`src/rtl/sioq_pkg.sv`:
```
package sioq_pkg;

  // Threshold selected by a trigger code: code+1 when the queue is enabled,
  // otherwise a fixed threshold of one byte.
  function automatic int unsigned eff_thr(input logic en, input int unsigned code);
    return en ? (code + 1) : 1;
  endfunction

  // Free slots for a given capacity and fill, never negative.
  function automatic int unsigned free_of(input int unsigned cap, input int unsigned lvl);
    return (lvl >= cap) ? 0 : (cap - lvl);
  endfunction

endpackage

```
`src/rtl/sioq_fifo.sv`:
```
module sioq_fifo #(
  parameter  int DEPTH = 8,
  parameter  int DW    = 8,
  localparam int PW    = $clog2(DEPTH),
  localparam int LW    = $clog2(DEPTH + 1)
) (
  input  logic          clk,
  input  logic          rst_n,
  input  logic          en,
  input  logic          flush,
  input  logic          push,
  input  logic [DW-1:0] push_data,
  input  logic          pop,
  output logic [DW-1:0] pop_data,
  output logic [LW-1:0] level,
  output logic [LW-1:0] level_nxt,
  output logic [LW-1:0] cap,
  output logic          push_ok,
  output logic          push_drop
);

  logic [DW-1:0] mem [DEPTH];
  logic [PW-1:0] wr_ptr, wr_ptr_nxt;
  logic [PW-1:0] rd_ptr, rd_ptr_nxt;
  logic          pop_ok;
  logic          room;

  // next-state logic
  always_comb begin
    cap       = en ? LW'(DEPTH) : LW'(1);
    pop_ok    = pop && (level != '0) && !flush;
    room      = (level < cap) || (pop_ok && (level <= cap));
    push_ok   = push && !flush && room;
    push_drop = push && !flush && !room;

    if (flush) begin
      level_nxt  = '0;
      wr_ptr_nxt = '0;
      rd_ptr_nxt = '0;
    end else begin
      level_nxt  = level + LW'(push_ok) - LW'(pop_ok);
      wr_ptr_nxt = wr_ptr;
      rd_ptr_nxt = rd_ptr;
      if (push_ok) wr_ptr_nxt = (wr_ptr == PW'(DEPTH - 1)) ? '0 : wr_ptr + 1'b1;
      if (pop_ok)  rd_ptr_nxt = (rd_ptr == PW'(DEPTH - 1)) ? '0 : rd_ptr + 1'b1;
    end
  end

  // state registers
  always_ff @(posedge clk or negedge rst_n) begin
    if (!rst_n) begin
      level  <= '0;
      wr_ptr <= '0;
      rd_ptr <= '0;
    end else begin
      level  <= level_nxt;
      wr_ptr <= wr_ptr_nxt;
      rd_ptr <= rd_ptr_nxt;
    end
  end

  // storage, written only under its clock enable
  always_ff @(posedge clk) begin
    if (push_ok) mem[wr_ptr] <= push_data;
  end

  assign pop_data = mem[rd_ptr];

  AST_LEVEL_BOUND: assert property (@(posedge clk) disable iff (!rst_n)
    level <= LW'(DEPTH));
  AST_FLUSH_EMPTIES: assert property (@(posedge clk) disable iff (!rst_n)
    flush |=> (level == '0));
  AST_SINGLE_HOLD: assert property (@(posedge clk) disable iff (!rst_n)
    (!en && $past(!en) && $past(level <= 1)) |-> (level <= 1));
  AST_DROP_NO_GROWTH: assert property (@(posedge clk) disable iff (!rst_n)
    push_drop |=> (level <= $past(level)));

endmodule

```
`src/rtl/sioq_trig.sv`:
```
module sioq_trig #(
  parameter int LW = 4
) (
  input  logic          clk,
  input  logic          rst_n,
  input  logic          transparent,
  input  logic [LW-1:0] cur,
  input  logic [LW-1:0] nxt,
  input  logic [LW-1:0] thr,
  input  logic          evt,
  output logic          irq
);

  logic irq_nxt;

  // Normal mode: one pulse when the watched count crosses up to the threshold.
  // Transparent mode: follows the caller's per-cycle event.
  always_comb begin
    if (transparent) irq_nxt = evt;
    else             irq_nxt = (cur < thr) && (nxt >= thr);
  end

  always_ff @(posedge clk or negedge rst_n) begin
    if (!rst_n) irq <= 1'b0;
    else        irq <= irq_nxt;
  end

  AST_NORMAL_NEEDS_REACH: assert property (@(posedge clk) disable iff (!rst_n)
    (irq && !$past(transparent)) |-> ($past(nxt) >= $past(thr)));

endmodule

```
`src/rtl/sio_fifo_pair.sv`:
```
module sio_fifo_pair
  import sioq_pkg::*;
#(
  parameter  int DEPTH = 8,
  parameter  int DW    = 8,
  localparam int PW    = $clog2(DEPTH),
  localparam int LW    = $clog2(DEPTH + 1)
) (
  input  logic          clk,
  input  logic          rst_n,
  input  logic          rx_en,
  input  logic          rx_flush,
  input  logic [PW-1:0] rx_trig,
  input  logic          rx_transparent,
  input  logic          rx_in_valid,
  input  logic [DW-1:0] rx_in_data,
  input  logic          rx_rd,
  output logic [DW-1:0] rx_rd_data,
  output logic [LW-1:0] rx_level,
  output logic          rx_irq,
  output logic          rx_overrun,
  input  logic          tx_en,
  input  logic          tx_flush,
  input  logic [PW-1:0] tx_trig,
  input  logic          tx_transparent,
  input  logic          tx_wr,
  input  logic [DW-1:0] tx_wr_data,
  input  logic          tx_take,
  output logic          tx_out_valid,
  output logic [DW-1:0] tx_out_data,
  output logic [LW-1:0] tx_level,
  output logic          tx_irq
);

  logic [LW-1:0] rx_lnxt, rx_cap, rx_thr;
  logic          rx_push_ok, rx_drop;
  logic [LW-1:0] tx_lnxt, tx_cap, tx_thr, tx_free, tx_free_nxt;
  logic          tx_push_ok, tx_drop;
  logic          tx_evt;

  // ---------------- receive direction ----------------
  sioq_fifo #(.DEPTH(DEPTH), .DW(DW)) u_rxq (
    .clk(clk), .rst_n(rst_n), .en(rx_en), .flush(rx_flush),
    .push(rx_in_valid), .push_data(rx_in_data), .pop(rx_rd),
    .pop_data(rx_rd_data), .level(rx_level), .level_nxt(rx_lnxt),
    .cap(rx_cap), .push_ok(rx_push_ok), .push_drop(rx_drop)
  );

  assign rx_thr = LW'(eff_thr(rx_en, int'(rx_trig)));

  sioq_trig #(.LW(LW)) u_rxirq (
    .clk(clk), .rst_n(rst_n), .transparent(rx_transparent),
    .cur(rx_level), .nxt(rx_lnxt), .thr(rx_thr),
    .evt(rx_lnxt != '0), .irq(rx_irq)
  );

  always_ff @(posedge clk or negedge rst_n) begin
    if (!rst_n) rx_overrun <= 1'b0;
    else        rx_overrun <= rx_drop;
  end

  // ---------------- transmit direction ----------------
  sioq_fifo #(.DEPTH(DEPTH), .DW(DW)) u_txq (
    .clk(clk), .rst_n(rst_n), .en(tx_en), .flush(tx_flush),
    .push(tx_wr), .push_data(tx_wr_data), .pop(tx_take),
    .pop_data(tx_out_data), .level(tx_level), .level_nxt(tx_lnxt),
    .cap(tx_cap), .push_ok(tx_push_ok), .push_drop(tx_drop)
  );

  always_comb begin
    tx_thr      = LW'(eff_thr(tx_en, int'(tx_trig)));
    tx_free     = LW'(free_of(int'(tx_cap), int'(tx_level)));
    tx_free_nxt = LW'(free_of(int'(tx_cap), int'(tx_lnxt)));
    tx_evt      = tx_push_ok && (tx_lnxt < tx_cap);
  end

  sioq_trig #(.LW(LW)) u_txirq (
    .clk(clk), .rst_n(rst_n), .transparent(tx_transparent),
    .cur(tx_free), .nxt(tx_free_nxt), .thr(tx_thr),
    .evt(tx_evt), .irq(tx_irq)
  );

  assign tx_out_valid = (tx_level != '0);

  AST_RX_TRANSPARENT: assert property (@(posedge clk) disable iff (!rst_n)
    $past(rx_transparent) |-> (rx_irq == (rx_level != '0)));
  AST_RX_OVR_CAUSE: assert property (@(posedge clk) disable iff (!rst_n)
    rx_overrun |-> $past(rx_in_valid));
  AST_RX_GROW: assert property (@(posedge clk) disable iff (!rst_n)
    (rx_push_ok && !rx_rd) |=> (rx_level == $past(rx_level) + 1'b1));
  AST_TX_FULL_IGNORED: assert property (@(posedge clk) disable iff (!rst_n)
    tx_drop |=> (tx_level <= $past(tx_level)));
  AST_TX_TRANSP_CAUSE: assert property (@(posedge clk) disable iff (!rst_n)
    (tx_irq && $past(tx_transparent)) |-> $past(tx_wr));

endmodule

```
`config.mk`:
```
export PLATFORM = sky130hd
export DESIGN_NAME = sio_fifo_pair
export DESIGN_NICKNAME = d
export VERILOG_FILES = /design/src/rtl/sioq_pkg.sv /design/src/rtl/sioq_fifo.sv /design/src/rtl/sioq_trig.sv /design/src/rtl/sio_fifo_pair.sv
export SDC_FILE = /design/constraint.sdc
export NUM_CORES = 1
export LEC_CHECK = 0
export BUFFER_PORTS_ARGS = -buffer_cell sky130_fd_sc_hd__buf_2
export CAP_MARGIN = 20
export CORE_MARGIN = 4
export CORE_UTILIZATION = 53
export CTS_BUF_LIST = sky130_fd_sc_hd__clkbuf_8
export DETAILED_ROUTE_END_ITERATION = 10
export GPL_TIMING_DRIVEN = 1
export PLACE_DENSITY = 0.72
export REMOVE_ABC_BUFFERS = 1
export SYNTH_ARGS = -nofsm -noshare
export SYNTH_HDL_FRONTEND = slang
export SYNTH_HIERARCHICAL = 1
export SYNTH_SLANG_ARGS = --single-unit
```
`constraint.sdc`:
```
create_clock -name clk -period 11.9 [get_ports clk]
set_input_delay 1.785 -clock clk [delete_from_list [all_inputs] [get_ports clk]]
set_output_delay 1.785 -clock clk [all_outputs]
set_load 0.005 [all_outputs]
```
==> load_flow_metrics.sql, run 1 <==
INSERT INTO impl_metrics (metric_group, metric, value, unit) VALUES
('floorplanning', 'floorplan.io_pins', '62', ''),
('clocking', 'postCtsResizedCells', '0', ''),
('hold_path', 'min_path_type', 'reg2reg', ''),
('clocking', 'cts-hold-fix-buffers', '0', ''),
('grt', 'grt_use_total', '0.178', ''),
('sta', 'finalSetupViolCount', '0', ''),
('route', 'routed_wl', '13300', 'um'),
('worst_setup_path', 'worst_r2r_path_depth', '19', ''),
('route', 'dr.pass1.iters', '6', ''),
('sta', 'final_min_period_over_clock_period', '0.481', ''),
('place', 'routability_cong', '0.800', ''),
('floorplanning', 'fp.dieArea', '15900', 'um2'),
('route', 'post-route-drc-count', '0', ''),
('place', 'port_buffers', '61', ''),
('sta', 'final_period_minus_worst_setup_slack', '5.72', 'ns'),
('layout', 'final_design_area_no_fill', '8300', 'um2'),
('clocking', 'clkSinkCount', '151', ''),
('layout', 'layout-drive-gt1-share', '0.275', ''),
('sta', 'timing.max_slew.rel_slack', '0.354', ''),
('clocking', 'clkSlewWorstSetupHoldPaths', '0.07', 'ns'),
('worst_setup_path', 'worst_ep_arrival_time', '6.04', 'ns'),
('clocking', 'cts_buffers', '17', ''),
('sta', 'finalMaxSlewViolations', '0', ''),
('layout', 'mostFrequentLayoutCell', 'sky130_fd_sc_hd__edfxtp_1', ''),
('clocking', 'max-clock-path-buffers', '2', ''),
('yosys', 'yosysWarningCount', '6', ''),
('route', 'post_drt_wl_per_cell', '18.5', 'um'),
('outcome', 'run_status', 'finished clean', ''),
('route', 'drt.antenna.violating_nets', '0', ''),
('floorplanning', 'die_h', '126', 'um'),
('floorplanning', 'chipWidth', '126', 'um'),
('sta', 'setup_tns', '0', 'ns'),
('run', 'drv.max_cap_violation_count', '0', ''),
('worst_setup_path', 'critPathKind', 'in2reg', ''),
('floorplanning', 'fp.coreArea', '13500', 'um2'),
('pwr', 'max-vdd-ir-drop', '91.6', 'uV'),
('worst_setup_path', 'worstPathMaxFanout', '9', ''),
('pwr', 'cellLeakagePower', '3.18', 'nW'),
('hold_path', 'worst_hold_start', 'u_rxq/rd_ptr[0]$_DFFE_PN0P_', ''),
('worst_setup_path', 'endpoint_class_of_the_critical_path', 'register', ''),
('grt', 'grt_first_pass_wirelength', '21900', 'um'),
('sta', 'skew', '0.0102', 'ns'),
('worst_setup_path', 'timing.rr.end', 'u_txirq/irq$_DFF_PN0_', ''),
('worst_setup_path', 'cp-start-kind', 'input port', ''),
('layout', 'finalNetCount', '616', ''),
('sta', 'tightestPinTransition', '0.965', 'ns'),
('grt', 'first_global_vias', '4238', ''),
('place', 'dpl-instance-area', '7880', 'um2'),
('route', 'route.vias.total', '4087', ''),
('sta', 'finalHoldViolCount', '0', ''),
('place', 'post-dp-hpwl', '9150', 'um'),
('worst_setup_path', 'cp_data_required_time', '12.22', 'ns'),
('hold_path', 'min_delay_worst_endpoint', 'u_rxq/rd_ptr[0]$_DFFE_PN0P_', ''),
('layout', 'mostFrequentLayoutCells', 'sky130_fd_sc_hd__edfxtp_1, sky130_fd_sc_hd__buf_2, sky130_fd_sc_hd__ha_1', ''),
('grt', 'overflow', '0', ''),
('route', 'drt_first_iter_violations', '311', ''),
('route', 'viasPerCell', '5.67', ''),
('hold_path', 'whs_path_depth', '2', ''),
('clocking', 'cts_root_buf', 'sky130_fd_sc_hd__clkbuf_8', ''),
('floorplanning', 'std_cell_rows', '42', ''),
('yosys', 'synth.avg_cell_area', '16.2', 'um2'),
('yosys', 'netlist_area', '7370', 'um2'),
('clocking', 'postCtsSetupBuffers', '0', ''),
('clocking', 'htreeDepth', '4', ''),
('worst_setup_path', 'reg2reg_slack', '7.25', 'ns'),
('clocking', 'clk-insertion-delay-late', '0.44', 'ns'),
('pwr', 'power.density_cell_area', '192', 'nW/um2'),
('grt', 'grt_max_degree', '24', ''),
('clocking', 'cts_tree', 'built', ''),
('yosys', 'synthesis.instances', '456', ''),
('floorplanning', 'initial_core_util', '0.548', ''),
('sta', 'clock.fmax', '175', 'MHz'),
('sta', 'rsz0062_at_grt', 'no', ''),
('layout', 'syn_to_final_growth', '12.6', '%'),
('worst_setup_path', 'r2r_start', 'u_txq/level[2]$_DFF_PN0_', ''),
('grt', 'grt_antenna_before_repair', '1', ''),
('layout', 'n_antenna_cell', '0', '');
[stage by stage]
| step | hold slack (ns) | worst slack, ns | power, mW | utilization | cells |
|---|---|---|---|---|---|
| global placement | 0.674 | 5.87 | 1.20 | 0.586 | 688 |
| floorplan | 0.630 | 6.22 | 1.07 | - | 442 |
| detailed placement | 0.672 | 5.70 | 1.22 | 0.586 | 688 |
| global route | 0.664 | 5.90 | 1.71 | 0.617 | 721 |
| finish | 0.640 | 6.18 | 1.60 | 0.617 | 721 |
| CTS | 0.695 | 6.19 | 1.61 | 0.615 | 720 |
[worst max-delay path, cell delays in order]
cell,delay (ns)
sky130_fd_sc_hd__buf_2,0.15
sky130_fd_sc_hd__inv_1,0.09
sky130_fd_sc_hd__ha_1,0.34
sky130_fd_sc_hd__nand4bb_1,0.14
sky130_fd_sc_hd__nor3b_2,0.30
sky130_fd_sc_hd__o21ai_4,0.17
sky130_fd_sc_hd__ha_1,0.30
sky130_fd_sc_hd__inv_1,0.04
sky130_fd_sc_hd__ha_1,0.20
sky130_fd_sc_hd__fa_1,0.43
sky130_fd_sc_hd__nor2b_1,0.19
sky130_fd_sc_hd__fa_1,0.48
sky130_fd_sc_hd__and2b_1,0.23
sky130_fd_sc_hd__o21ai_2,0.08
sky130_fd_sc_hd__a21oi_1,0.16
sky130_fd_sc_hd__inv_1,0.06
sky130_fd_sc_hd__ha_1,0.27
sky130_fd_sc_hd__nand2b_1,0.15
sky130_fd_sc_hd__a2111oi_2,0.36
sky130_fd_sc_hd__o31ai_1,0.12
[report_power, final]
group          internal (mW)  leakage [nW]  switching [mW]
logic                  0.293          1.52           0.258
clock network          0.204         0.199           0.180
registers              0.609          1.46          0.0532
total                   1.11          3.18           0.491
[state kept, by name, indices dropped and copies added, names as in the netlist]
signal,cells
rx_overrun,1
u_rxirq/irq,1
u_rxq/level,4
u_rxq/mem,64
u_rxq/rd_ptr,3
u_rxq/wr_ptr,3
u_txirq/irq,1
u_txq/level,4
u_txq/mem,64
u_txq/rd_ptr,3
u_txq/wr_ptr,3
[layout make-up]
class / instances / area, um2
clock buffer: 17 / 234
clock inverter: 15 / 164
fill: 1027 / 5150
inverter: 37 / 139
multi-input combinational: 254 / 2730
sequential: 151 / 4420
tap: 176 / 220
timing repair buffer: 71 / 400
[worst max-delay path by stage]
stage,start,endpoint,cells past startpoint,slack [ns]
6_report,tx_en,u_txirq/irq$_DFF_PN0_,20,6.18
5_1_grt,tx_en,u_txirq/irq$_DFF_PN0_,20,5.90
4_1_cts,tx_en,u_txirq/irq$_DFF_PN0_,20,6.19
3_5_place_dp,tx_en,u_txirq/irq$_DFF_PN0_,20,5.70
3_3_place_gp,tx_en,u_txirq/irq$_DFF_PN0_,20,5.87
2_1_floorplan,tx_en,u_txirq/irq$_DFF_PN0_,19,6.22
[routing by layer]
metal / part of all wire / track usage / vias to the layer above
li1: - / - / 1925
met1: 0.44 / 0.237 / 2049
met4: 0.014 / 0.0536 / 2
met5: 0.00053 / 0 / -
met2: 0.50 / 0.293 / 94
met3: 0.050 / 0.0449 / 17
No activity file was read; power rests on OpenSTA's default activity.
==> run 2: changes to the inputs <==
Settings changed: ABC_AREA from default to 1, PLACE_DENSITY 0.72 to 0.75.
Clock period 11.9 ns to 4.65 ns, I/O delays scaled along.
==> run 2 against run 1 <==
  * Global-route usage is 2.1 points higher
  * Synthesized cell count is 46% higher
  * Critical path depth is 5 higher
  * Clock-buffer cell count is 2 higher
  * Die area is 0.38% higher
  * Critical endpoint unchanged
  * Highest routed layer is now met4
==> load_flow_metrics.sql, run 2 <==
INSERT INTO impl_metrics (metric_group, metric, value, unit) VALUES
('outcome', 'run_status', 'finished clean', ''),
('clocking', 'cts-hold-fix-buffers', '0', ''),
('route', 'viasPerCell', '5.53', ''),
('place', 'post-dp-hpwl', '10400', 'um'),
('floorplanning', 'fp.dieArea', '15900', 'um2'),
('clocking', 'cts_buffers', '17', ''),
('sta', 'final.hold.worst_slack', '0.228', 'ns'),
('clocking', 'cts_root_buf', 'sky130_fd_sc_hd__clkbuf_8', ''),
('worst_setup_path', 'cp_data_required_time', '4.99', 'ns'),
('route', 'dr.pass1.iters', '5', ''),
('clocking', 'max-clock-path-buffers', '2', ''),
('grt', 'overflow', '0', ''),
('floorplanning', 'initial_core_util', '0.550', ''),
('floorplanning', 'fp.coreArea', '13500', 'um2'),
('grt', 'first_global_vias', '5029', ''),
('hold_path', 'min_path_type', 'in2async', ''),
('sta', 'finalHoldViolCount', '0', ''),
('clocking', 'htreeDepth', '4', ''),
('floorplanning', 'floorplan.io_pins', '62', ''),
('sta', 'timing.max_slew.rel_slack', '0.310', ''),
('route', 'post_drt_wl_per_cell', '16.7', 'um'),
('floorplanning', 'std_cell_rows', '42', ''),
('clocking', 'clkSlewWorstSetupHoldPaths', '0.08', 'ns'),
('worst_setup_path', 'worstPathMaxFanout', '13', ''),
('layout', 'syn_to_final_growth', '12.3', '%'),
('yosys', 'synth.avg_cell_area', '11.1', 'um2'),
('layout', 'layout.cells.non_filler', '924', ''),
('worst_setup_path', 'cp-start-kind', 'register', ''),
('route', 'routed_wl', '15400', 'um'),
('grt', 'gr-usage-met1', '0.267', ''),
('grt', 'grt_max_degree', '35', ''),
('clocking', 'cts_tree', 'built', ''),
('route', 'drt.antenna.violating_nets', '0', ''),
('layout', 'fill_cells', '1098', ''),
('clocking', 'postCtsSetupBuffers', '0', ''),
('floorplanning', 'chipWidth', '126', 'um'),
('sta', 'final_min_period_over_clock_period', '0.910', ''),
('layout', 'largest_registers', 'u_rxq/mem x64, u_txq/mem x64', ''),
('route', 'post-route-drc-count', '0', ''),
('run', 'drv.max_cap_violation_count', '0', ''),
('pwr', 'max-vdd-ir-drop', '286', 'uV'),
('sta', 'finalSetupViolCount', '0', ''),
('worst_setup_path', 'worst_ep_arrival_time', '4.56', 'ns'),
('route', 'drt_first_iter_violations', '404', ''),
('sta', 'tightestPinTransition', '1.04', 'ns'),
('layout', 'layout-drive-gt1-share', '0.175', ''),
('route', 'route.vias.total', '5110', ''),
('grt', 'gr-max-usage-layer', 'met2', ''),
('clocking', 'postCtsResizedCells', '0', ''),
('place', 'port_buffers', '61', ''),
('yosys', 'yosysWarningCount', '6', ''),
('layout', 'mostFrequentLayoutCell', 'sky130_fd_sc_hd__edfxtp_1', ''),
('yosys', 'netlist_area', '7400', 'um2'),
('layout', 'finalNetCount', '818', ''),
('sta', 'final_period_minus_worst_setup_slack', '4.23', 'ns'),
('pwr', 'power.density_cell_area', '514', 'nW/um2'),
('sta', 'clock.fmax', '236', 'MHz'),
('place', 'routability_cong', '0.901', ''),
('sta', 'skew', '0.0108', 'ns'),
('layout', 'mostFrequentLayoutCells', 'sky130_fd_sc_hd__edfxtp_1, sky130_fd_sc_hd__nand2_1, sky130_fd_sc_hd__inv_1', ''),
('floorplanning', 'die_h', '126', 'um'),
('grt', 'globalRouteMet2Util', '0.323', ''),
('yosys', 'synthesis.instances', '664', ''),
('grt', 'grt_first_pass_wirelength', '24900', 'um'),
('sta', 'finalMaxSlewViolations', '0', ''),
('grt', 'grt_use_total', '0.199', ''),
('worst_setup_path', 'critPathKind', 'reg2reg', ''),
('clocking', 'clkSinkCount', '151', ''),
('place', 'dp_cells', '891', ''),
('clocking', 'clk-insertion-delay-late', '0.45', 'ns'),
('pwr', 'cellLeakagePower', '3.47', 'nW'),
('sta', 'setup_tns', '0', 'ns'),
('worst_setup_path', 'endpoint_class_of_the_critical_path', 'register', ''),
('grt', 'grt_antenna_before_repair', '1', ''),
('sta', 'rsz0062_at_grt', 'no', ''),
('grt', 'grtUsageMet3', '0.0449', '');
==> run 2: layer usage <==
metal / vias up / share of wire
met4: 0 / 0.013
li1: 2459 / -
met1: 2457 / 0.44
met2: 175 / 0.50
met5: - / 0
met3: 19 / 0.054
==> run 2: where the power goes <==
| part | internal [mW] | switching [mW] |
|---|---|---|
| Clock | 0.548 | 0.461 |
| Combinational | 0.628 | 0.916 |
| Sequential | 1.56 | 0.159 |
| Total | 2.74 | 1.54 |
==> run 2: stage by stage <==
step / area (um2) / setup WS (ns) / power, mW / util
after detailed placement: 7910 / 0.0476 / 3.28 / 0.588
after floorplan: 7260 / 0.613 / 2.80 / -
after CTS: 8310 / 0.463 / 4.29 / 0.618
after global routing: 8310 / 0.0210 / 4.58 / 0.618
final: 8310 / 0.421 / 4.27 / 0.618
after global placement: 7910 / 0.313 / 3.18 / 0.588
==> run 2: layout make-up <==
cell class | instances | area [um2] | share of cell area
Multi-Input combinational cell | 417 | 2590 | 0.312
Clock buffer | 19 | 262 | 0.0315
Inverter | 74 | 282 | 0.0339
Timing Repair Buffer | 73 | 395 | 0.0476
Clock inverter | 13 | 143 | 0.0172
Sequential cell | 151 | 4420 | 0.532
Tap cell | 176 | 220 | 0.0265
Antenna cell | 1 | 2.50 | 0.000301
==> run 2: path summary, 6_finish.rpt <==
check | start | to | slack (ns) | depth (start not counted)
worst max-delay path | u_txq/level[0]$_DFF_PN0_ | u_txirq/irq$_DFF_PN0_ | 0.42 | 25
min in group clk | rx_transparent | u_rxirq/irq$_DFF_PN0_ | 0.49 | 3
worst max register to register | u_txq/level[0]$_DFF_PN0_ | u_txirq/irq$_DFF_PN0_ | 0.42 | 25
worst min-delay path | rst_n | u_txq/level[1]$_DFF_PN0_ | 0.23 | 1
max in group asynchronous | rst_n | u_txq/wr_ptr[2]$_DFFE_PN0P_ | 4.06 | 1
worst min register to register | u_rxq/wr_ptr[1]$_DFFE_PN0P_ | u_rxq/wr_ptr[1]$_DFFE_PN0P_ | 0.59 | 2
==> run 2: critical path: stages, from the launching register on <==
cell	delay [ns]
sky130_fd_sc_hd__dfrtp_1	0.46
sky130_fd_sc_hd__inv_1	0.10
sky130_fd_sc_hd__ha_1	0.28
sky130_fd_sc_hd__nand2_1	0.06
sky130_fd_sc_hd__nor2_2	0.12
sky130_fd_sc_hd__nand4_2	0.11
sky130_fd_sc_hd__nand2_4	0.11
sky130_fd_sc_hd__nand2_4	0.10
sky130_fd_sc_hd__ha_1	0.30
sky130_fd_sc_hd__inv_1	0.04
sky130_fd_sc_hd__ha_1	0.21
sky130_fd_sc_hd__fa_1	0.48
sky130_fd_sc_hd__inv_1	0.04
sky130_fd_sc_hd__nor2_1	0.20
sky130_fd_sc_hd__inv_1	0.08
sky130_fd_sc_hd__ha_1	0.31
sky130_fd_sc_hd__nand3_1	0.12
sky130_fd_sc_hd__nand2_1	0.07
sky130_fd_sc_hd__nand2_1	0.06
sky130_fd_sc_hd__nand2_1	0.07
sky130_fd_sc_hd__nor2_2	0.11
sky130_fd_sc_hd__ha_1	0.28
sky130_fd_sc_hd__a21oi_1	0.18
sky130_fd_sc_hd__nand3_1	0.10
sky130_fd_sc_hd__nand3_1	0.07
sky130_fd_sc_hd__nand2_1	0.05
